File: src/rtl/rtc_cal_pkg.sv
// Package: shared types and BCD calendar arithmetic for the clock register bank.
// Assumes every stored value is valid packed BCD (two 4-bit digits).
package rtc_cal_pkg;

    localparam int BYTE_W = 8;
    localparam int NF     = 8;   // live fields: sec,min,hour,dow,date,month,year,century
    localparam int OFF_W  = 3;   // offset bits inside the clock window

    typedef logic [BYTE_W-1:0] bcd8_t;

    // Field indices into the live and user arrays
    localparam int FI_SEC  = 0;
    localparam int FI_MIN  = 1;
    localparam int FI_HOUR = 2;
    localparam int FI_DOW  = 3;
    localparam int FI_DATE = 4;
    localparam int FI_MON  = 5;
    localparam int FI_YEAR = 6;
    localparam int FI_CEN  = 7;

    // Increment a two-digit BCD value
    function automatic bcd8_t bcd_inc(bcd8_t v);
        if (v[3:0] == 4'd9) return {v[7:4] + 4'd1, 4'd0};
        return {v[7:4], v[3:0] + 4'd1};
    endfunction

    // Convert a two-digit BCD value to binary 0..99
    function automatic logic [6:0] bcd_to_bin(bcd8_t v);
        return ({3'b000, v[7:4]} * 7'd10) + {3'b000, v[3:0]};
    endfunction

    // Leap rule over century and year digits
    function automatic logic is_leap(bcd8_t cen, bcd8_t yr);
        logic [6:0] yb;
        logic [6:0] cb;
        yb = bcd_to_bin(yr);
        cb = bcd_to_bin(cen);
        return (yb[1:0] == 2'b00) && ((yb != 7'd0) || (cb[1:0] == 2'b00));
    endfunction

    // Last date of a month, in BCD
    function automatic bcd8_t month_last(bcd8_t mon, logic leap);
        case (mon)
            8'h02:                      return leap ? 8'h29 : 8'h28;
            8'h04, 8'h06, 8'h09, 8'h11: return 8'h30;
            default:                    return 8'h31;
        endcase
    endfunction

    // Reset value of each live field
    function automatic bcd8_t field_rst(int idx);
        case (idx)
            FI_DOW, FI_DATE, FI_MON: return 8'h01;
            FI_CEN:                  return 8'h20;
            default:                 return 8'h00;
        endcase
    endfunction

    // Value a field takes after passing its top
    function automatic bcd8_t field_wrap(int idx);
        case (idx)
            FI_DOW, FI_DATE, FI_MON: return 8'h01;
            default:                 return 8'h00;
        endcase
    endfunction

endpackage

File: src/rtl/bcd_field_cnt.sv
// Module: one BCD field of the counting chain.
// Counts up on inc, wraps to WRAP_VAL past top, loads ld_val on load.
// Assumes top is valid BCD; values at or above top wrap.
module bcd_field_cnt
    import rtc_cal_pkg::*;
#(
    parameter bcd8_t RST_VAL  = 8'h00,
    parameter bcd8_t WRAP_VAL = 8'h00
) (
    input  logic  clk,
    input  logic  rst_n,
    input  logic  inc,
    input  logic  load,
    input  bcd8_t ld_val,
    input  bcd8_t top,
    output bcd8_t val,
    output logic  carry
);

    logic at_top;

    // Detect the last value of this field's range
    always_comb at_top = (val >= top);

    // Carry out when this field wraps
    always_comb carry = inc && at_top;

    // Field register: reset, load from host, or count
    always_ff @(posedge clk) begin
        if (!rst_n)      val <= RST_VAL;
        else if (load)   val <= ld_val;
        else if (inc)    val <= at_top ? WRAP_VAL : bcd_inc(val);
    end

endmodule

File: src/rtl/rtc_count_chain.sv
// Module: live counting chain with tick deferral.
// A tick arriving while busy (bus active) or during a commit is held and
// applied at the first free cycle. commit loads all fields from ld_vals.
module rtc_count_chain
    import rtc_cal_pkg::*;
(
    input  logic            clk,
    input  logic            rst_n,
    input  logic            tick,
    input  logic            busy,
    input  logic            commit,
    input  bcd8_t [NF-1:0]  ld_vals,
    output bcd8_t [NF-1:0]  vals,
    output logic            stepped
);

    logic           pend_q;
    logic           want;
    logic           leap;
    bcd8_t [NF-1:0] tops;
    logic  [NF-1:0] inc;
    logic  [NF-1:0] carry;

    // Decide whether the chain advances this cycle
    always_comb begin
        want    = tick || pend_q;
        stepped = want && !busy && !commit;
    end

    // Hold a tick that could not be applied yet
    always_ff @(posedge clk) begin
        if (!rst_n) pend_q <= 1'b0;
        else        pend_q <= want && !stepped;
    end

    // Range top of each field; the date top follows month and leap year
    always_comb begin
        leap          = is_leap(vals[FI_CEN], vals[FI_YEAR]);
        tops[FI_SEC]  = 8'h59;
        tops[FI_MIN]  = 8'h59;
        tops[FI_HOUR] = 8'h23;
        tops[FI_DOW]  = 8'h07;
        tops[FI_DATE] = month_last(vals[FI_MON], leap);
        tops[FI_MON]  = 8'h12;
        tops[FI_YEAR] = 8'h99;
        tops[FI_CEN]  = 8'h39;
    end

    // Carry routing: the hour wrap feeds both day of week and date
    always_comb begin
        inc[FI_SEC]  = stepped;
        inc[FI_MIN]  = carry[FI_SEC];
        inc[FI_HOUR] = carry[FI_MIN];
        inc[FI_DOW]  = carry[FI_HOUR];
        inc[FI_DATE] = carry[FI_HOUR];
        inc[FI_MON]  = carry[FI_DATE];
        inc[FI_YEAR] = carry[FI_MON];
        inc[FI_CEN]  = carry[FI_YEAR];
    end

    for (genvar g = 0; g < NF; g++) begin : g_field
        bcd_field_cnt #(
            .RST_VAL  (field_rst(g)),
            .WRAP_VAL (field_wrap(g))
        ) u_cnt (
            .clk    (clk),
            .rst_n  (rst_n),
            .inc    (inc[g]),
            .load   (commit),
            .ld_val (ld_vals[g]),
            .top    (tops[g]),
            .val    (vals[g]),
            .carry  (carry[g])
        );
    end

endmodule

File: src/rtl/rtc_host_regs.sv
// Module: host-visible register copy, hold bits and read path.
// Offset 0 is control (bit7 write-hold, bit6 read-hold, 5:0 century);
// offsets 1..7 map to live fields 0..6. acc means a clock-window access.
module rtc_host_regs
    import rtc_cal_pkg::*;
(
    input  logic             clk,
    input  logic             rst_n,
    input  logic             acc,
    input  logic             wr,
    input  logic             rd,
    input  logic [OFF_W-1:0] off,
    input  bcd8_t            wdata,
    input  bcd8_t [NF-1:0]   live,
    input  logic             stepped,
    output bcd8_t [NF-1:0]   user,
    output logic             wbit,
    output logic             rbit,
    output logic             commit,
    output logic             copy,
    output bcd8_t            rdata
);

    logic wr_acc;
    logic rd_acc;
    logic wr_ctrl;
    logic upd_q;
    logic reload_q;

    // Classify the current bus cycle
    always_comb begin
        wr_acc  = acc && wr;
        rd_acc  = acc && rd;
        wr_ctrl = wr_acc && (off == '0);
    end

    // Copy from the live counters when a refresh is due and no hold is set
    always_comb copy = (upd_q || reload_q) && !wbit && !rbit;

    // Hold bits follow every control write
    always_ff @(posedge clk) begin
        if (!rst_n) begin
            wbit <= 1'b0;
            rbit <= 1'b0;
        end else if (wr_ctrl) begin
            wbit <= wdata[7];
            rbit <= wdata[6];
        end
    end

    // Remember refresh, reload and commit requests for the next cycle
    always_ff @(posedge clk) begin
        if (!rst_n) begin
            upd_q    <= 1'b0;
            reload_q <= 1'b0;
            commit   <= 1'b0;
        end else begin
            upd_q    <= stepped;
            reload_q <= wr_ctrl && rbit && !wdata[6];
            commit   <= wr_ctrl && wbit && !wdata[7];
        end
    end

    // Host-visible copy: refresh from counters, or staged host writes
    always_ff @(posedge clk) begin
        if (!rst_n) begin
            for (int i = 0; i < NF; i++) user[i] <= field_rst(i);
        end else if (copy) begin
            user <= live;
        end else if (wr_acc && wbit) begin
            if (off == '0) user[FI_CEN] <= {2'b00, wdata[5:0]};
            else           user[off - 3'd1] <= wdata;
        end
    end

    // Registered read path
    always_ff @(posedge clk) begin
        if (!rst_n)           rdata <= '0;
        else if (!rd_acc)     rdata <= '0;
        else if (off == '0)   rdata <= {wbit, rbit, user[FI_CEN][5:0]};
        else                  rdata <= user[off - 3'd1];
    end

endmodule

File: src/rtl/bcd_calendar_regs.sv
// Module: top of the BCD calendar clock register bank.
// Decodes the eight highest addresses as clock bytes and links the live
// counting chain to the host-visible copy. Assumes a synchronous bus
// sampled on clk; tick_1hz is a one-cycle pulse.
module bcd_calendar_regs
    import rtc_cal_pkg::*;
#(
    parameter int ADDR_W = 19
) (
    input  logic              clk,
    input  logic              rst_n,
    input  logic              tick_1hz,
    input  logic              ce_n,
    input  logic              we_n,
    input  logic              oe_n,
    input  logic [ADDR_W-1:0] addr,
    input  logic [7:0]        wdata,
    output logic [7:0]        rdata,
    output logic              clk_sel
);

    localparam int HI_W = ADDR_W - OFF_W;

    logic             acc;
    logic             wr_en;
    logic             rd_en;
    logic [OFF_W-1:0] off;
    bcd8_t [NF-1:0]   live;
    bcd8_t [NF-1:0]   user;
    logic             wbit;
    logic             rbit;
    logic             commit;
    logic             copy;
    logic             stepped;

    // Address decode and strobe qualification
    always_comb begin
        clk_sel = (addr[ADDR_W-1:OFF_W] == {HI_W{1'b1}});
        off     = addr[OFF_W-1:0];
        acc     = !ce_n && clk_sel;
        wr_en   = !we_n;
        rd_en   = !oe_n && we_n;
    end

    rtc_count_chain u_chain (
        .clk     (clk),
        .rst_n   (rst_n),
        .tick    (tick_1hz),
        .busy    (!ce_n),
        .commit  (commit),
        .ld_vals (user),
        .vals    (live),
        .stepped (stepped)
    );

    rtc_host_regs u_host (
        .clk     (clk),
        .rst_n   (rst_n),
        .acc     (acc),
        .wr      (wr_en),
        .rd      (rd_en),
        .off     (off),
        .wdata   (wdata),
        .live    (live),
        .stepped (stepped),
        .user    (user),
        .wbit    (wbit),
        .rbit    (rbit),
        .commit  (commit),
        .copy    (copy),
        .rdata   (rdata)
    );

endmodule

File: config.mk
export PLATFORM = sky130hd
export DESIGN_NAME = bcd_calendar_regs
export DESIGN_NICKNAME = d
export VERILOG_FILES = /design/src/rtl/rtc_cal_pkg.sv /design/src/rtl/bcd_field_cnt.sv /design/src/rtl/rtc_count_chain.sv /design/src/rtl/rtc_host_regs.sv /design/src/rtl/bcd_calendar_regs.sv
export SDC_FILE = /design/constraint.sdc
export NUM_CORES = 1
export LEC_CHECK = 0
export CAP_MARGIN = 20
export CORE_MARGIN = 4
export CORE_UTILIZATION = 55
export CTS_CLUSTER_SIZE = 24
export DETAILED_ROUTE_END_ITERATION = 10
export DONT_BUFFER_PORTS = 1
export PLACE_DENSITY = 0.7
export REMOVE_ABC_BUFFERS = 1
export SYNTH_ARGS = -nofsm -noshare
export SYNTH_HDL_FRONTEND = slang
export SYNTH_HIERARCHICAL = 1
export SYNTH_SLANG_ARGS = --single-unit
File: constraint.sdc
create_clock -name clk -period 6.5 [get_ports clk]
set_clock_uncertainty 0.1 [all_clocks]
set_input_delay 1.95 -clock clk [delete_from_list [all_inputs] [get_ports clk]]
set_output_delay 1.95 -clock clk [all_outputs]
set_load 0.01 [all_outputs]
==> metrics.txt <==
min cycle time layout=4.91 ns; DRC=0; clock sinks=142; Tightest Pin Transition=0.956 ns; setup TNS=0 ns; CP Max Fanout=13; hold depth=2; die area=21,000 um^2; Initial Util=56.5%; synth warn=6; CTS clk-pin slew, worst paths=0.06 ns; wire per inst=18.0 um; first-pass GRT wire length=44.7 mm; worst reg-to-reg setup slack=1.59 ns; min-delay src=u_chain/pend_q; reg2reg start=u_chain/g_field[6].u_cnt/val[5]; Buf/Inv on CP=2; All-Layer GR Usage=26.5%; CTS Root Cell=clkbuf_16; initial antenna violation count=0; Cell Chain, Critical Path=ha_1 -> ha_1 -> inv_1 -> fa_1 -> a211o_1 -> a2111oi_2 -> o311ai_1 -> ha_1 -> nor2b_1 -> o21ai_1 -> a31o_4 -> and2_2 -> and2_2 -> and2_1 -> inv_1 -> a21o_1 -> o21ai_1 -> mux2i_1; Cell Area, Synth=10,300 um^2; Lkg Pwr=4.78 nW; CP arrival=5.17 ns; power density over the cells=191 nW/um^2; worst path required time=6.76 ns; DR vias/cell=6.18; H-tree levels=4; CP top delay family=compound AO/OA/AOI/OAI gates; # hold bufs at CTS=0; Max Fclk=204 MHz; Startpoint Class=register; Crit Path Category=reg2reg; Clock Path Buffers=2; half-perimeter wire length after placement=19.0 mm; # Max-Cap Violations=0; period utilization=75.5%; Area Overhead vs Synth=9.41%; die extent in x=145 um; gr ovfl total=0; max_slew headroom=36.3%; Power, Total=2.15 mW; Slew Viols, Final=0; largest net degree at the start of global routing=133; critical path endpoint category=register; Ant. Diodes=0; RSZ-0062 raised after global routing=no; vias in the first global route=8,559; Ports=42; # rows=49; layout cells sized above 1=6.45%; Hold Path Sink=u_chain/pend_q; synthesized area per cell=8.24 um^2; DR iter-0 viols=705; routed wire length=27.3 mm; Final #Nets=1,405; clock latency on the worst-skew pair=0.43 ns; FF-to-FF path depth=18; Most Frequent Cell on Critical Path=ha_1; Worst VDD drop=0.000190 V; final hold vios=0; Routability Congestion=0.870; TritonCTS buffer count=17; Worst path max stage delay=0.56 ns; port bufs=0; Die Y=145 um; final setup fails=0; Post-Synthesis Cells=1,248; outcome=finished clean; Via Count=9,359; Hold Path Class=reg2reg; post_cts resized=0; Initial DRT Pass Iterations=5; antenna viol nets, final=0; Post-CTS Setup Inserts=0; CTS tree=done; Core Region=18,200 um^2; RR Endpoint=u_chain/g_field[7].u_cnt/val[5]; fillcell total=1,589; CP max stage cell=dfxtp_1
-- flip-flops by register name, indices dropped and copies added, names as in the netlist --
register,flops
u_host/rbit,1
u_host/commit,1
u_host/wbit,1
u_chain/pend_q,1
u_host/upd_q,1
u_chain/g_field.u_cnt/val,64
u_host/reload_q,1
u_host/rdata,8
u_host/user,64
-- worst register-to-register path, stage by stage (launching register included) --
cell,delay [ns]
dfxtp_1,0.56
ha_1,0.31
ha_1,0.19
inv_1,0.06
fa_1,0.45
a211o_1,0.26
a2111oi_2,0.37
o311ai_1,0.18
ha_1,0.23
nor2b_1,0.13
o21ai_1,0.20
a31o_4,0.25
and2_2,0.27
and2_2,0.34
and2_1,0.26
inv_1,0.14
a21o_1,0.19
o21ai_1,0.17
mux2i_1,0.20
-- stage by stage --
stage | setup WS [ns] | cells | cell area [um^2] | util [%] | hold WS [ns]
6_report | 1.59 | 1515 | 11300 | 61.8 | 0.381
5_1_grt | 1.31 | 1515 | 11300 | 61.8 | 0.419
4_1_cts | 1.62 | 1515 | 11300 | 61.8 | 0.383
3_5_place_dp | 1.27 | 1484 | 10600 | 58.3 | 0.367
3_3_place_gp | 1.34 | 1484 | 10600 | 58.3 | 0.355
2_1_floorplan | 1.10 | 1250 | 10300 | - | 0.336
-- worst max-delay path by stage --
stage	depth (start not counted)	end	start
2_1_floorplan	4	u_host/user[61]	u_host/reload_q
3_3_place_gp	13	u_chain/g_field[7].u_cnt/val[4]	ce_n
3_5_place_dp	13	u_chain/g_field[7].u_cnt/val[4]	ce_n
4_1_cts	18	u_chain/g_field[7].u_cnt/val[4]	u_chain/g_field[6].u_cnt/val[5]
5_1_grt	18	u_chain/g_field[7].u_cnt/val[4]	u_chain/g_field[6].u_cnt/val[5]
6_report	18	u_chain/g_field[7].u_cnt/val[5]	u_chain/g_field[6].u_cnt/val[5]
-- cell usage in the layout (no fill, tap or decap), types with 9 or more instances in the layout --
cell / instances
nand3_1: 29
nand2b_1: 13
o21ai_0: 104
ha_1: 96
o21a_1: 13
o22ai_1: 17
inv_1: 119
nor3_1: 28
a211oi_1: 13
and3_1: 20
o31ai_1: 13
o211ai_1: 23
nor3b_1: 18
mux2i_1: 48
or4_1: 10
a31oi_1: 12
nand4_1: 21
o32ai_1: 12
xnor2_1: 12
conb_1: 61
clkbuf_16: 18
nor2_1: 45
nor2b_1: 11
xor2_1: 12
nand2_1: 63
a21oi_1: 125
and2_1: 27
a221oi_1: 9
dfxtp_1: 141
-- power by group --
part | total, mW | switching (mW) | internal [mW]
logic | 0.163 | 0.0978 | 0.0653
clock network | 1.07 | 0.384 | 0.683
registers | 0.918 | 0.0259 | 0.892
total | 2.15 | 0.507 | 1.64
-- metal layers --
| metal | vias up | routed length (um) | GRT usage [%] |
|---|---|---|---|
| li1 | 4613 | - | - |
| met5 | - | 0 | 0 |
| met2 | 324 | 12300 | 41.1 |
| met1 | 4362 | 12400 | 37.3 |
| met4 | 0 | 797 | 9.33 |
| met3 | 60 | 1760 | 4.50 |
-- final cells by class --
| cell class | count | area, um^2 | share of cell area (%) |
|---|---|---|---|
| clock buffers | 21 | 482 | 4.28 |
| well taps | 229 | 287 | 2.55 |
| inverters | 123 | 462 | 4.10 |
| repair buffers | 5 | 37.5 | 0.333 |
| flip-flops and latches | 142 | 2850 | 25.3 |
| multi-input cells | 985 | 6980 | 62.0 |
| clock inverters | 10 | 158 | 1.40 |
Note: power is estimated with default switching activity, not from simulation.
